==> src/rtl/defect_irq_pkg.sv <==
package defect_irq_pkg;
  localparam int BUS_W   = 8;
  localparam int NUM_LVL = 4;
  localparam int NUM_SRC = NUM_LVL + 1;

  localparam logic [BUS_W-1:0] ADDR_LIVE = 8'h11;
  localparam logic [BUS_W-1:0] ADDR_ENA  = 8'h12;
  localparam logic [BUS_W-1:0] ADDR_STAT = 8'h14;

  // status / enable bit positions
  localparam int SRC_AIS   = 0;
  localparam int SRC_LOS   = 1;
  localparam int SRC_LOF   = 2;
  localparam int SRC_OOF   = 3;
  localparam int SRC_ALIGN = 4;

  // live-level register bit positions
  localparam int LV_ALG  = 7;
  localparam int LV_LOF  = 6;
  localparam int LV_OOF  = 5;
  localparam int LV_LOS  = 4;
  localparam int LV_AIS  = 3;
  localparam int LV_FAR  = 0;
endpackage

==> src/rtl/dirq_edge_detect.sv <==
module dirq_edge_detect #(
  parameter int N = 4
) (
  input  logic         clk,
  input  logic         rst_n,
  input  logic [N-1:0] lvl,
  output logic [N-1:0] evt
);
  logic [N-1:0] prev_q;
  logic         armed_q;

  always_ff @(posedge clk or negedge rst_n) begin
    if (!rst_n) begin
      prev_q  <= '0;
      armed_q <= 1'b0;
    end else begin
      prev_q  <= lvl;
      armed_q <= 1'b1;
    end
  end

  assign evt = lvl ^ prev_q;

  for (genvar g = 0; g < N; g++) begin : g_chk
    // any level change against the previous cycle is an event
    assert_edge_event_R3: assert property (@(posedge clk) disable iff (!rst_n)
      armed_q && (lvl[g] != $past(lvl[g])) |-> evt[g]);
    // a steady level raises no event
    assert_steady_quiet_R3: assert property (@(posedge clk) disable iff (!rst_n)
      armed_q && (lvl[g] == $past(lvl[g])) |-> !evt[g]);
  end
endmodule

==> src/rtl/dirq_status_bank.sv <==
module dirq_status_bank #(
  parameter int N = 5
) (
  input  logic         clk,
  input  logic         rst_n,
  input  logic [N-1:0] evt,
  input  logic [N-1:0] en,
  input  logic         rd_clr,
  output logic [N-1:0] stat_q
);
  logic [N-1:0] set_v;
  logic [N-1:0] keep_v;

  assign set_v  = evt & en;
  assign keep_v = rd_clr ? '0 : stat_q;

  always_ff @(posedge clk or negedge rst_n) begin
    if (!rst_n) stat_q <= '0;
    else        stat_q <= set_v | keep_v;
  end

  for (genvar g = 0; g < N; g++) begin : g_chk
    // an enabled event always lands, read or not
    assert_event_sets_R3: assert property (@(posedge clk) disable iff (!rst_n)
      (evt[g] && en[g]) |=> stat_q[g]);
    // a read without a new event clears the bit
    assert_read_clears_R5: assert property (@(posedge clk) disable iff (!rst_n)
      (rd_clr && !(evt[g] && en[g])) |=> !stat_q[g]);
    // without an enabled event a clear bit stays clear
    assert_no_spurious_R7: assert property (@(posedge clk) disable iff (!rst_n)
      (!stat_q[g] && !(evt[g] && en[g])) |=> !stat_q[g]);
    // status is sticky until a read
    assert_sticky_R5: assert property (@(posedge clk) disable iff (!rst_n)
      (stat_q[g] && !rd_clr) |=> stat_q[g]);
  end
endmodule

==> src/rtl/dirq_reg_file.sv <==
module dirq_reg_file
  import defect_irq_pkg::*;
(
  input  logic               clk,
  input  logic               rst_n,
  input  logic [BUS_W-1:0]   bus_addr,
  input  logic               bus_wr,
  input  logic               bus_rd,
  input  logic [BUS_W-1:0]   bus_wdata,
  output logic [BUS_W-1:0]   bus_rdata,
  input  logic [NUM_SRC-1:0] stat_q,
  input  logic               ais_lvl,
  input  logic               los_lvl,
  input  logic               lof_lvl,
  input  logic               oof_lvl,
  input  logic               far_fail_lvl,
  output logic [NUM_SRC-1:0] en_q,
  output logic               alg_q,
  output logic               rd_clr
);
  logic wr_ena, wr_live;
  logic [BUS_W-1:0] live_v;
  logic unused_wbits;

  assign wr_ena  = bus_wr && (bus_addr == ADDR_ENA);
  assign wr_live = bus_wr && (bus_addr == ADDR_LIVE);
  assign rd_clr  = bus_rd && (bus_addr == ADDR_STAT);
  assign unused_wbits = ^bus_wdata[LV_ALG-1:NUM_SRC];

  always_ff @(posedge clk or negedge rst_n) begin
    if (!rst_n) begin
      en_q  <= '0;
      alg_q <= 1'b0;
    end else begin
      if (wr_ena)  en_q  <= bus_wdata[NUM_SRC-1:0];
      if (wr_live) alg_q <= bus_wdata[LV_ALG];
    end
  end

  always_comb begin
    live_v         = '0;
    live_v[LV_ALG] = alg_q;
    live_v[LV_LOF] = lof_lvl;
    live_v[LV_OOF] = oof_lvl;
    live_v[LV_LOS] = los_lvl;
    live_v[LV_AIS] = ais_lvl;
    live_v[LV_FAR] = far_fail_lvl;
  end

  always_comb begin
    bus_rdata = '0;
    if (bus_rd) begin
      unique case (bus_addr)
        ADDR_LIVE: bus_rdata = live_v;
        ADDR_ENA:  bus_rdata = BUS_W'(en_q);
        ADDR_STAT: bus_rdata = BUS_W'(stat_q);
        default:   bus_rdata = '0;
      endcase
    end
  end

  // a write to the enable address is stored
  assert_enable_write_R1: assert property (@(posedge clk) disable iff (!rst_n)
    wr_ena |=> en_q == $past(bus_wdata[NUM_SRC-1:0]));
  // enable holds without a write to its address
  assert_enable_hold_R1: assert property (@(posedge clk) disable iff (!rst_n)
    !wr_ena |=> $stable(en_q));
  // algorithm select changes only on a live-register write
  assert_alg_hold_R9: assert property (@(posedge clk) disable iff (!rst_n)
    !wr_live |=> $stable(alg_q));
endmodule

==> src/rtl/defect_irq_regs.sv <==
module defect_irq_regs
  import defect_irq_pkg::*;
(
  input  logic             clk,
  input  logic             rst_n,
  input  logic             ais_lvl,
  input  logic             los_lvl,
  input  logic             lof_lvl,
  input  logic             oof_lvl,
  input  logic             far_fail_lvl,
  input  logic             align_chg_pulse,
  input  logic [BUS_W-1:0] bus_addr,
  input  logic             bus_wr,
  input  logic             bus_rd,
  input  logic [BUS_W-1:0] bus_wdata,
  output logic [BUS_W-1:0] bus_rdata,
  output logic             lof_alg_sel,
  output logic             irq_n
);
  logic [NUM_LVL-1:0] lvl_v;
  logic [NUM_LVL-1:0] lvl_evt;
  logic [NUM_SRC-1:0] evt_v;
  logic [NUM_SRC-1:0] en_q;
  logic [NUM_SRC-1:0] stat_q;
  logic               rd_clr;

  always_comb begin
    lvl_v          = '0;
    lvl_v[SRC_AIS] = ais_lvl;
    lvl_v[SRC_LOS] = los_lvl;
    lvl_v[SRC_LOF] = lof_lvl;
    lvl_v[SRC_OOF] = oof_lvl;
  end

  dirq_edge_detect #(.N(NUM_LVL)) u_edge (
    .clk   (clk),
    .rst_n (rst_n),
    .lvl   (lvl_v),
    .evt   (lvl_evt)
  );

  assign evt_v = {align_chg_pulse, lvl_evt};

  dirq_status_bank #(.N(NUM_SRC)) u_stat (
    .clk    (clk),
    .rst_n  (rst_n),
    .evt    (evt_v),
    .en     (en_q),
    .rd_clr (rd_clr),
    .stat_q (stat_q)
  );

  dirq_reg_file u_regs (
    .clk          (clk),
    .rst_n        (rst_n),
    .bus_addr     (bus_addr),
    .bus_wr       (bus_wr),
    .bus_rd       (bus_rd),
    .bus_wdata    (bus_wdata),
    .bus_rdata    (bus_rdata),
    .stat_q       (stat_q),
    .ais_lvl      (ais_lvl),
    .los_lvl      (los_lvl),
    .lof_lvl      (lof_lvl),
    .oof_lvl      (oof_lvl),
    .far_fail_lvl (far_fail_lvl),
    .en_q         (en_q),
    .alg_q        (alg_q_w),
    .rd_clr       (rd_clr)
  );

  logic alg_q_w;
  assign lof_alg_sel = alg_q_w;
  assign irq_n       = ~|(stat_q & en_q);

  // a low request always has a pending status bit behind it
  assert_irq_has_cause_R4: assert property (@(posedge clk) disable iff (!rst_n)
    !irq_n |-> (stat_q != '0));
  // with nothing enabled the request stays high
  assert_irq_masked_R7: assert property (@(posedge clk) disable iff (!rst_n)
    (en_q == '0) |-> irq_n);
endmodule

==> config.mk <==
export PLATFORM = sky130hd
export DESIGN_NAME = defect_irq_regs
export DESIGN_NICKNAME = d
export VERILOG_FILES = /design/src/rtl/defect_irq_pkg.sv /design/src/rtl/dirq_edge_detect.sv /design/src/rtl/dirq_status_bank.sv /design/src/rtl/dirq_reg_file.sv /design/src/rtl/defect_irq_regs.sv
export SDC_FILE = /design/constraint.sdc
export NUM_CORES = 1
export LEC_CHECK = 0
export BUFFER_PORTS_ARGS = -buffer_cell sky130_fd_sc_hd__buf_4
export CORE_MARGIN = 5
export CORE_UTILIZATION = 49
export CTS_BUF_LIST = sky130_fd_sc_hd__clkbuf_8
export CTS_CLUSTER_SIZE = 8
export DETAILED_ROUTE_END_ITERATION = 7
export PLACE_DENSITY = 0.81
export SLEW_MARGIN = 20
export SYNTH_ARGS = -nofsm -noshare
export SYNTH_HDL_FRONTEND = slang
export SYNTH_SLANG_ARGS = --single-unit
==> constraint.sdc <==
create_clock -name clk -period 2.02 [get_ports clk]
set_input_delay 0.505 -clock clk [delete_from_list [all_inputs] [get_ports clk]]
set_output_delay 0.505 -clock clk [all_outputs]
set_load 0.02 [all_outputs]
# After elaboration in Yosys (flattened, before gate mapping)
# Index checks and enable logic that the tools add are counted.
# word_totals
out_inout_bits	10
in_bits	26
regBits	15
elab_cells	19
# classes
bitwise	4
n_eq_ne	3
n_reduce_logical	5
n_mux	3
# op_table
op	n
$eq A8 B5 Y1 const B	3
$pmux W8 S3	1
$and A5 B5 Y5	2
$mux W8	1
$mux W5	1
$or A5 B5 Y5	1
$reduce_or A5 Y1	1
$xor A4 B4 Y4	1
$logic_and A1 B1 Y1	3
$logic_not A1 Y1	1

# Longest topological paths before layout
# depth
ltp_word	4
depth_mapped	4
ltp_nobuf	3

# Cells and area by module
# From an unflattened synthesis, not the netlist that was laid out.
# unflattened
hier_cells	86
area_unflattened_um2	935.9
# by_module_without_submodules
mod	seq_area_each_um2	area_each_um2	n_inst	cells_per_inst
dirq_reg_file	150.1	589.3	1	54
dirq_status_bank	125.1	187.7	1	20
dirq_edge_detect	100.1	135.1	1	8
defect_irq_regs	0.0	23.8	1	4

# Least setup slack after synthesis
# No wires, ideal clock.
# synth_path
path_kind	input -> output
from	input port bus_addr[1]
to	output port bus_rdata[0]
n_path_buf	1
cell_stages	4
setup_slack_ns	-0.274
required_ns	1.515
arrival_time_ns	1.789
cell_sequence	buf_2 -> nor4b_2 -> nand4_1 -> a211oi_1
# synth_via
elab_chain_cells	3
elab_cells_between_ends	5
classes_between	3 x eq/ne; 2 x mux
# synth_lines
element	line_no	text
start: declaration	defect_irq_regs.sv:12	input logic [BUS_W-1:0] bus_addr,
$eq A8 B5 Y1	dirq_reg_file.sv:53	unique case (bus_addr)
$pmux W8 S3 (*)	dirq_reg_file.sv:53	
$mux W8 (*)	dirq_reg_file.sv:52	if (bus_rd) begin
end: declaration	defect_irq_regs.sv:16	output logic [BUS_W-1:0] bus_rdata,
# Every way passes the cells marked *; elsewhere a longest branch is shown, timed or not.

# Worst setup path after layout
# layout_path
from	input port bus_addr[5]
to	output port bus_rdata[3]
# The elaborated chain is that of the path after synthesis.

==> run metrics <==
post-DR wirelength/cell 18.5 µm; Iteration-0 DRC Markers 20; crit path kind primary input to output pin; Final Hold Fails 0; total grt overflow 0; worst r2r src u_edge.prev_q[2]; most frequent cells in the layout buf_4 (36), dfrtp_1 (15), buf_6 (10); max-slew violations 0; Leakage just under 0.7 nW; Die Height 53.1 µm; setup ws final -0.191 ns; routed vias 879; layout cells sized above 1 54.8%; core area ~1700 µm²; Mapped Nets 102; Worst EP required 1.51 ns; RD Place Congestion 0.812; PD cells approximately 550 nW/µm²; worst hold path type primary input to async pin; pin count of the biggest net entering global routing 16; DP Cell Count 141; area occupied by registers ~380 µm²; largest area contributor in the netlist dfrtp_1; fin cells 151; Syn Inst Count 76; DR pass1 iterations 4; YS warnings 0; Crit Path Max Fanout 5; gr usage total 22.3%; f_max 452 MHz; Crit. End Element output pin; Placement Rows 15; clock buffer depth 2; maximum VDD drop approximately 550 µV; number of vias per cell 5.82; crit path from bus_addr[5]; clk sink count 15; Distinct cells, synth 26; register area share after synthesis roughly 41%; post-synthesis cell area 910 µm²; Area growth syn-to-layout 66.3%; antenna violations before repair 0; Layout Skew between 0.0005 and 0.0006 ns; Final ANT Viol Nets 0; Worst Reg-to-Reg Cells 2; ys flop type dfrtp_1; Final min period 2.21 ns; final wirelength 2790 µm; hpwl dp 2050 µm; CTS tree yes; CTS buffer count 3; Worst-Skew Late Latency ~0.24 ns; share of Yosys cell area claimed by the top area cell type 41.3%; clock transition at the registers of the reported paths 0.05 ns; average cell area after synthesis about 12 µm²; Die ar. ~2800 µm²; multi-input logic area 624 µm²; crit start category primary input; first-pass GRT wire length 4460 µm; IO Pins 36; initial core utilization 52.1%; Worst Path Arrival 1.71 ns; ANT cells 0; commonest non-fill, non-tap cell in the layout buf_4; Max-cap violations 0; port bufs 33; # nets final around 150; violated checks negative setup slack; hold slack final 0.100 ns; H-tree levels 1; synth top area cells dfrtp_1 (41%), mux2_4 (8.3%), and3b_1 (5.8%); Filler cells 87; Yosys reg bits 15; unrepaired setup endpoints after global routing true; Max-slew headroom 68.4%; Post-route DRC 0; Final period util 109%; status finished with violations; Post-synth EDFFs 0; endpoints failing setup 8; Async SR Flop Fraction 100%; clock root buffer clkbuf_8; Slew @ Worst Pin 0.465 ns; Die X approximately 53 µm; vias in the first global route ~900
[state kept, by name, summed over array words and instances (netlist names)]
register and cells:
u_edge.prev_q 4, u_regs.alg_q 1, u_regs.en_q 5, u_stat.stat_q 5
[worst max-delay path: stages]
cell and delay, ns:
buf_12 0.11, nor4b_4 0.41, nand4_1 0.24, a211oi_4 0.28, buf_6 0.15
[cell usage after synthesis (2+ instances only)]
master and count:
xor2_1 5, nor2_1 2, and3b_1 6, nor2b_1 3, buf_2 2, dfrtp_1 15, o211ai_1 3, and4_1 3
mux2_4 5, a211oi_1 5, a22o_1 5, nand4_1 8
[cell families after synthesis]
family	Yosys count	synth area share, %
buffers and inverters	4	1.92
and+or+nand+nor	30	27.9
AOI/OAI and AO/OA	15	13.5
DFF	15	41.3
xor gates and xnor gates	5	4.81
muxes	7	10.6
[repair_timing]
action,in CTS,in global routing
buffers inserted,5,1
hold buffers,0,0
resized for setup,17,3
endpoints found under the hold margin,0,0
pin swaps,8,7
endpoints found under the setup margin,8,9
[power by group]
group,leakage [nW],internal [mW],switching (mW)
Clock,0.0269,0.134,0.0951
Combinational,0.478,0.119,0.0875
Sequential,0.189,0.351,0.0503
[per-layer routing]
| metal | wire [µm] | up-vias | global-route usage [%] |
|---|---|---|---|
| li1 | - | 403 | - |
| met4 | 14 | 0 | 2.55 |
| met1 | 1070 | 439 | 26.7 |
| met5 | 0 | - | 0 |
| met3 | 167 | 3 | 4.79 |
| met2 | 1540 | 34 | 41.5 |
[final timing paths]
path / slack, ns / endpoint
min in group clk: 0.39 / u_edge.prev_q[1]
max in group asynchronous: 1.75 / u_stat.stat_q[3]
setup reg to reg: 1.18 / u_stat.stat_q[2]
hold / removal: 0.10 / u_edge.prev_q[1]
hold reg to reg: 0.52 / u_regs.alg_q
setup / recovery: -0.19 / bus_rdata[3]
[metrics by stage]
| step | utilization (%) | total power [mW] | TNS (ns) | instance area, µm² | setup slack [ns] |
|---|---|---|---|---|---|
| final | 86.7 | 0.837 | -1.05 | 1510 | -0.191 |
| after global routing | 86.7 | 0.876 | -1.51 | 1510 | -0.253 |
| after CTS | 85.4 | 0.832 | -0.636 | 1490 | -0.115 |
| after detailed placement | 76.8 | 0.587 | -1.78 | 1340 | -0.265 |
| after global placement | 76.8 | 0.576 | -1.45 | 1340 | -0.209 |
| after floorplan | - | 0.485 | -0.116 | 1000 | -0.0514 |
[area by class of cell]
class,count,area share (%)
flip-flops and latches,15,24.8
repair buffers,49,28.6
multi-input cells,57,41.3
clock buffers,3,2.73
inverters,1,0.248
well taps,25,2.07
clock inverters,1,0.248
(Power assumes the default switching activity.)
